`src/rtl/pmic_pkg.sv`:
```
package pmic_pkg;
  localparam int unsigned FRAME_BITS = 18;
  localparam int unsigned RX_FIRST   = 9;
  localparam int unsigned IDX_W      = $clog2(FRAME_BITS);

  typedef enum logic [2:0] {
    OFS_CTRL   = 3'd0,
    OFS_DIV    = 3'd1,
    OFS_DEVCFG = 3'd2,
    OFS_REGAD  = 3'd3,
    OFS_DATA   = 3'd4,
    OFS_LEN    = 3'd5,
    OFS_IEN    = 3'd6,
    OFS_ISTAT  = 3'd7
  } reg_ofs_e;

  localparam int unsigned FLG_DONE = 0;
  localparam int unsigned FLG_ERR  = 1;
  localparam int unsigned FLG_LDB  = 2;

  function automatic logic even_par(input logic [7:0] b);
    return ^b;
  endfunction

  function automatic int unsigned half_div(input int unsigned clk_hz, input int unsigned bus_hz);
    return clk_hz / (2 * bus_hz) - 1;
  endfunction
endpackage

```
`src/rtl/pmic_clkdiv.sv`:
```
module pmic_clkdiv #(
  parameter int unsigned DIV_W = 16
) (
  input  logic             clk,
  input  logic             rst_n,
  input  logic             run,
  input  logic [DIV_W-1:0] div,
  output logic             tick
);
  logic [DIV_W-1:0] cnt;

  assign tick = run && (cnt == div);

  always_ff @(posedge clk or negedge rst_n) begin
    if (!rst_n)           cnt <= '0;
    else if (!run || tick) cnt <= '0;
    else                  cnt <= cnt + 1'b1;
  end
endmodule

```
`src/rtl/pmic_serial_engine.sv`:
```
module pmic_serial_engine
  import pmic_pkg::*;
(
  input  logic             clk,
  input  logic             rst_n,
  input  logic             go,
  input  logic             tick,
  input  logic             rd,
  input  logic [7:0]       addr,
  input  logic [7:0]       wdata,
  input  logic             sda_i,
  output logic             busy,
  output logic             xfer_rd,
  output logic             sclk,
  output logic             sda_o,
  output logic             sda_oe,
  output logic             done,
  output logic [7:0]       rx_data,
  output logic             par_bad,
  output logic [IDX_W-1:0] bit_idx
);
  localparam logic [IDX_W-1:0] LAST_IDX = IDX_W'(FRAME_BITS - 1);
  localparam logic [IDX_W-1:0] RX_IDX   = IDX_W'(RX_FIRST);

  logic [FRAME_BITS-1:0] sh;
  logic [8:0]            rx;
  logic                  hi;
  logic                  rx_slot;

  assign rx_slot = xfer_rd && (bit_idx >= RX_IDX);
  assign done    = busy && tick && hi && (bit_idx == LAST_IDX);
  assign sda_o   = sh[FRAME_BITS-1];
  assign sda_oe  = busy && !rx_slot;
  assign rx_data = rx[8:1];
  assign par_bad = xfer_rd && (even_par(rx[8:1]) != rx[0]);

  always_ff @(posedge clk or negedge rst_n) begin
    if (!rst_n) begin
      busy    <= 1'b0;
      xfer_rd <= 1'b0;
      sclk    <= 1'b1;
      hi      <= 1'b0;
      sh      <= '0;
      rx      <= '0;
      bit_idx <= '0;
    end else if (go) begin
      busy    <= 1'b1;
      xfer_rd <= rd;
      sclk    <= 1'b0;
      hi      <= 1'b0;
      bit_idx <= '0;
      rx      <= '0;
      sh      <= {addr, even_par(addr), wdata, even_par(wdata)};
    end else if (busy && tick) begin
      if (!hi) begin
        hi   <= 1'b1;
        sclk <= 1'b1;
        if (rx_slot) rx <= {rx[7:0], sda_i};
      end else begin
        hi <= 1'b0;
        if (bit_idx == LAST_IDX) begin
          busy <= 1'b0;
          sclk <= 1'b1;
        end else begin
          sclk    <= 1'b0;
          bit_idx <= bit_idx + 1'b1;
          sh      <= {sh[FRAME_BITS-2:0], 1'b0};
        end
      end
    end
  end
endmodule

```
`src/rtl/pmic_regs.sv`:
```
module pmic_regs
  import pmic_pkg::*;
#(
  parameter int unsigned DIV_W   = 16,
  parameter int unsigned DEF_DIV = 249
) (
  input  logic             clk,
  input  logic             rst_n,
  input  logic             wr,
  input  logic [2:0]       addr,
  input  logic [31:0]      wdata,
  output logic [31:0]      rdata,
  input  logic             done,
  input  logic             xfer_rd,
  input  logic [7:0]       rx_data,
  input  logic             par_bad,
  output logic             go,
  output logic             start_bit,
  output logic             gie,
  output logic [DIV_W-1:0] div,
  output logic [7:0]       regad,
  output logic [7:0]       data,
  output logic             rd_flag,
  output logic [2:0]       ist,
  output logic             irq,
  output logic             ld_busy_ev,
  output logic             len_bad_ev
);
  logic [7:0] devcfg;
  logic [3:0] len_cnt;
  logic [2:0] ien;
  logic [2:0] ist_n;
  logic       start_req;

  assign start_req  = wr && (addr == OFS_CTRL) && wdata[0];
  assign ld_busy_ev = start_req && start_bit;
  assign len_bad_ev = start_req && !start_bit && (len_cnt != 4'd1);
  assign go         = start_req && !start_bit && (len_cnt == 4'd1);
  assign irq        = gie && |(ist & ien);

  always_comb begin
    ist_n = ist;
    if (wr && addr == OFS_ISTAT) ist_n = ist_n & ~wdata[2:0];
    if (done)                    ist_n[FLG_DONE] = 1'b1;
    if ((done && par_bad) || len_bad_ev) ist_n[FLG_ERR] = 1'b1;
    if (ld_busy_ev)              ist_n[FLG_LDB] = 1'b1;
  end

  always_ff @(posedge clk or negedge rst_n) begin
    if (!rst_n) begin
      start_bit <= 1'b0;
      gie       <= 1'b0;
      div       <= DIV_W'(DEF_DIV);
      devcfg    <= '0;
      regad     <= '0;
      data      <= '0;
      len_cnt   <= 4'd1;
      rd_flag   <= 1'b0;
      ien       <= '0;
      ist       <= '0;
    end else begin
      ist <= ist_n;
      if (go)        start_bit <= 1'b1;
      else if (done) start_bit <= 1'b0;
      if (done && xfer_rd) data <= rx_data;
      if (wr) begin
        unique case (addr)
          OFS_CTRL:   gie    <= wdata[1];
          OFS_DIV:    div    <= wdata[DIV_W-1:0];
          OFS_DEVCFG: devcfg <= wdata[7:0];
          OFS_REGAD:  regad  <= wdata[7:0];
          OFS_DATA:   if (!(done && xfer_rd)) data <= wdata[7:0];
          OFS_LEN:    begin len_cnt <= wdata[3:0]; rd_flag <= wdata[4]; end
          OFS_IEN:    ien    <= wdata[2:0];
          default:    ;
        endcase
      end
    end
  end

  always_comb begin
    rdata = '0;
    unique case (addr)
      OFS_CTRL:   rdata[1:0]       = {gie, start_bit};
      OFS_DIV:    rdata[DIV_W-1:0] = div;
      OFS_DEVCFG: rdata[7:0]       = devcfg;
      OFS_REGAD:  rdata[7:0]       = regad;
      OFS_DATA:   rdata[7:0]       = data;
      OFS_LEN:    rdata[4:0]       = {rd_flag, len_cnt};
      OFS_IEN:    rdata[2:0]       = ien;
      OFS_ISTAT:  rdata[2:0]       = ist;
      default:    ;
    endcase
  end
endmodule

```
`src/rtl/pmic_bus_master.sv`:
```
module pmic_bus_master
  import pmic_pkg::*;
#(
  parameter int unsigned CLK_HZ = 50_000_000,
  parameter int unsigned BUS_HZ = 100_000,
  parameter int unsigned DIV_W  = 16
) (
  input  logic        clk,
  input  logic        rst_n,
  input  logic        reg_wr,
  input  logic [2:0]  reg_addr,
  input  logic [31:0] reg_wdata,
  output logic [31:0] reg_rdata,
  output logic        irq,
  output logic        sclk,
  output logic        sda_o,
  output logic        sda_oe,
  input  logic        sda_i
);
  localparam int unsigned DEF_DIV = half_div(CLK_HZ, BUS_HZ);

  logic             go, start_bit, gie, rd_flag, tick, busy, xfer_rd;
  logic             done, par_bad, ld_busy_ev, len_bad_ev;
  logic [DIV_W-1:0] div;
  logic [7:0]       regad, data, rx_data;
  logic [2:0]       ist;
  logic [IDX_W-1:0] bit_idx;

  pmic_regs #(.DIV_W(DIV_W), .DEF_DIV(DEF_DIV)) i_regs (
    .clk(clk), .rst_n(rst_n), .wr(reg_wr), .addr(reg_addr), .wdata(reg_wdata),
    .rdata(reg_rdata), .done(done), .xfer_rd(xfer_rd), .rx_data(rx_data),
    .par_bad(par_bad), .go(go), .start_bit(start_bit), .gie(gie), .div(div),
    .regad(regad), .data(data), .rd_flag(rd_flag), .ist(ist), .irq(irq),
    .ld_busy_ev(ld_busy_ev), .len_bad_ev(len_bad_ev)
  );

  pmic_clkdiv #(.DIV_W(DIV_W)) i_div (
    .clk(clk), .rst_n(rst_n), .run(busy), .div(div), .tick(tick)
  );

  pmic_serial_engine i_eng (
    .clk(clk), .rst_n(rst_n), .go(go), .tick(tick), .rd(rd_flag),
    .addr(regad), .wdata(data), .sda_i(sda_i), .busy(busy), .xfer_rd(xfer_rd),
    .sclk(sclk), .sda_o(sda_o), .sda_oe(sda_oe), .done(done),
    .rx_data(rx_data), .par_bad(par_bad), .bit_idx(bit_idx)
  );
endmodule

```
`config.mk`:
```
export PLATFORM = sky130hd
export DESIGN_NAME = pmic_bus_master
export DESIGN_NICKNAME = d
export VERILOG_FILES = /design/src/rtl/pmic_pkg.sv /design/src/rtl/pmic_clkdiv.sv /design/src/rtl/pmic_serial_engine.sv /design/src/rtl/pmic_regs.sv /design/src/rtl/pmic_bus_master.sv
export SDC_FILE = /design/constraint.sdc
export NUM_CORES = 1
export LEC_CHECK = 0
export BUFFER_PORTS_ARGS = -buffer_cell sky130_fd_sc_hd__buf_2
export CORE_MARGIN = 3
export CORE_UTILIZATION = 60
export CTS_BUF_LIST = sky130_fd_sc_hd__clkbuf_2
export DETAILED_ROUTE_END_ITERATION = 16
export PLACE_DENSITY = 0.9
export REMOVE_ABC_BUFFERS = 1
export SLEW_MARGIN = 5
export SYNTH_ARGS = -nofsm -noshare
export SYNTH_HDL_FRONTEND = slang
export SYNTH_SLANG_ARGS = --single-unit
```
`constraint.sdc`:
```
create_clock -name clk -period 2.6 [get_ports clk]
set_input_delay 0.26 -clock clk [delete_from_list [all_inputs] [get_ports clk]]
set_output_delay 0.26 -clock clk [all_outputs]
set_load 0.02 [all_outputs]
```
==> flow_summary.yaml <==
run_status:
  status: "finished clean"
route:
  first_pass_iters: 5
  via_per_inst: 6.43
  vias: 4484
  drc: 0
  post_drt_wl_per_cell_um: 20.5
  drt_iter0_markers: 530
  drt-total-wl_mm: 14.3
  antenna_left: 0
global_route:
  antenna_found_initial: 0
  grt_pass1_wl_mm: 23.2
  grt_pass1_vias: 4483
  track_usage_pct: 28.9
  grt_max_degree: 61
  overflow: 0
clock_network:
  postCtsSetupBuffers: 0
  clockRootBuffer: "clkbuf_2"
  cts_tree: "done"
  cts_buffer_depth: 2
  cts_buffers: 9
  htree_levels: 3
  clock_sinks: 105
  clk_pin_slew_ns: 0.32
  clock_latency_ns: 0.64
layout:
  regArea_um2: 2640
  stdcell_count: 697
  num_antenna_cells: 0
  syn_to_final_growth_pct: 11.0
  multi_input_area_um2: 2760
  fillCellCount: 540
  drive_gt1_share_pct: 26.1
  final_nets: 626
  fin_area_um2: 6240
pwr:
  clockPowerShare_pct: 21.9
  peakVddDrop_mv: 0.442
  p_comb_share_pct: 25.4
  leakage_nw: 2.68
  p_sw_mw: 1.47
  total_power_mw: 4.23
  p_sw_share_pct: 34.8
  power_density_nw_per_um2: 678
  power_frac_seq_pct: 52.6
  intPower_mw: 2.76
worst_setup_path:
  slowest_stage: "dfrtp_1"
  slowest_delay_ns: 0.52
  path_class: "reg -> out"
  path_buf_inv: 1
  worstPathRequired_ns: 2.34
  arrival_ns: 2.29
  end_kind: "output port"
  worstPathMaxFanout: 6
  path_cells: "ha_1 > o41a_1 > o21ai_0 > and2_1 > buf_2"
  path_delay_family: "compound AO/OA/AOI/OAI gates"
  start_kind: "flip-flop"
timing:
  slew-limit-headroom_pct: 53.4
  worst_slack_ns: 0.0499
  hold_viol: 0
  worst_pin_slew_ns: 0.697
  fmax_ghz: 0.392
  setup_viol: 0
  skew_ns: 0.0473
  report.final.slew_viol_count: 0
  rsz0062_at_grt: "no"
  min_period_ns: 2.55
  min_period_over_period_pct: 98.1
  hold_ws_ns: 0.113
synth:
  ys_ff_latch: 105
  yosys_most_used_dff: "dfrtp_1"
  synth-edff-count: 0
  yosysSeqAreaShare_pct: 46.9
  postSynthCellCount: 528
  syn-cell-area_um2: 5620
  synth_warnings: 0
  synth_cell_types: 54
  async_reset_ff_share_pct: 100
  syn_area_per_cell_um2: 10.6
floorplan:
  start_util_pct: 63.2
  die_height_um: 103
  die_w_um: 103
  num_rows: 34
  core_area_um2: 8890
  ios: 75
  die_area_um2: 10600
place:
  post-place-cells: 663
  dpl_cell_area_um2: 5910
  pre_cts_ws_ns: 0.132
  routabilityCongestion: 0.870
  port-buffer-count: 42
  post-dp-hpwl_mm: 9.12
run:
  max-cap-violations: 0
hold_path:
  hold_class: "in -> reg"
==> metal layers <==
| layer | vias to the layer above | share of wire (%) | GRT usage (%) |
|---|---|---|---|
| li1 | 1959 | - | - |
| met1 | 2189 | 39 | 36.3 |
| met2 | 282 | 50 | 48.2 |
| met3 | 54 | 7.4 | 4.33 |
| met4 | 0 | 4.2 | 15.5 |
| met5 | - | 0 | 0 |
==> cells in the final DEF (no fill, tap or decap), drive strengths merged, types with 2 or more instances in the layout <==
cell / count
bufinv: 2
nor2: 42
buf: 60
xnor2: 25
o22ai: 4
nor4: 6
clkbuf: 9
a22oi: 8
mux2i: 14
clkinvlp: 2
nand4b: 2
a21oi: 26
o21a: 2
a221oi: 3
nor3: 5
inv: 8
or4: 2
nand2b: 2
a21o: 4
nand3: 13
dfrtp: 97
or3: 3
mux2: 61
o31ai: 2
conb: 16
a31oi: 2
and3: 2
ha: 3
xor2: 27
nand2: 32
nand4: 5
dlygate4sd3: 18
and2: 11
nor2b: 8
dfstp: 8
a41oi: 15
o21ai: 24
and4: 3
==> timing repair <==
action                     CTS  global route
resized for setup            0             2
hold buffers                18             0
hold endpoints to repair    77             0
setup endpoints to repair    0            30
==> worst reg2reg max path, cell delays in order, from the launching register on <==
cell and delay [ns]:
dfstp_2 0.60, or4b_2 0.65, or3_2 0.71, buf_4 0.27
nor2_1 0.18, a21oi_1 0.07
==> power groups by stage <==
stage	Clock, mW	Sequential [mW]	Combinational, mW
global route	0.974	2.26	1.18
global placement	0	2.22	0.964
detailed placement	0	2.24	1.01
floorplan	0	2.15	0.731
finish	0.929	2.23	1.08
CTS	0.901	2.21	1.05
==> sequential cells by signal, summed over array words and instances, names as in the netlist <==
name	flops
i_regs.ien	3
i_eng.xfer_rd	1
i_eng.sclk	1
i_regs.data	8
i_regs.ist	3
i_regs.regad	8
i_regs.start_bit	1
i_eng.sh	18
i_regs.gie	1
i_div.cnt	16
i_eng.rx	9
i_regs.devcfg	8
i_eng.bit_idx	5
i_regs.div	16
i_regs.rd_flag	1
i_eng.busy	1
i_regs.len_cnt	4
i_eng.hi	1
==> area by class of cell <==
cell class                      count  share of cell area, %
Multi-Input combinational cell    384                   44.2
Sequential cell                   105                   42.2
Timing Repair Buffer               78                   8.66
Tap cell                          108                   2.16
Clock inverter                      7                   1.62
Clock buffer                        9                  0.721
Inverter                            6                  0.361
==> Yosys cell counts, types with 3 or more instances <==
cell       n  area (um^2)
xnor2_1   25          219
nor2b_1    8         50.1
a21oi_1   26          130
mux2i_1   14          140
nand2_1   32          120
and4_1     3         26.3
and2_1    11         68.8
buf_2     10         50.1
dfstp_2    8          210
ha_1       3         37.5
clkbuf_1  15         56.3
inv_1      6         22.5
buf_1      4         15.0
o21ai_0   24          120
or3_1      3         18.8
nand4_1    3         18.8
nand3_1   13         65.1
buf_4     17          128
xor2_1    27          236
a21o_1     4         30.0
nor2_1    42          158
nor4_1     6         37.5
a22oi_1    8         60.1
o22ai_1    4         25.0
dfrtp_1   97         2430
a41oi_1   15          131
mux2_2    60          676
a221oi_1   3         26.3
nor3_1     3         15.0
==> kinds of logic (layout without fill, tap and decap cells) <==
group	count (synthesis)	in the layout	synth area share, %
and+or+nand+nor	141	141	13.0
DFF	105	105	46.9
AOI/OAI and AO/OA	97	97	11.3
muxes	75	75	14.7
buffers and inverters	54	100	5.23
xor gates and xnor gates	52	52	8.10
adders and majority gates	3	3	0.668
other	1	16	0.0667
==> per-stage QoR <==
stage	utilization [%]	setup TNS (ns)
finish	70.2	0
global route	70.2	0
floorplan	-	-4.90
detailed placement	66.5	0
global placement	66.5	0
CTS	70.1	0
==> worst paths after layout <==
check / cells past startpoint / to / slack, ns / startpoint
max: 5 / sda_oe / 0.05 / i_eng.bit_idx[0]
min reg2reg: 1 / i_regs.devcfg[2] / 0.55 / i_regs.devcfg[2]
min: 3 / i_regs.ien[2] / 0.11 / reg_wr
max in group asynchronous: 3 / i_regs.div[7] / 1.66 / rst_n
min in group asynchronous: 2 / i_eng.rx[0] / 0.13 / rst_n
max reg2reg: 5 / i_eng.sh[8] / 0.07 / i_regs.len_cnt[0]
Power figures use the tool's default switching activity.
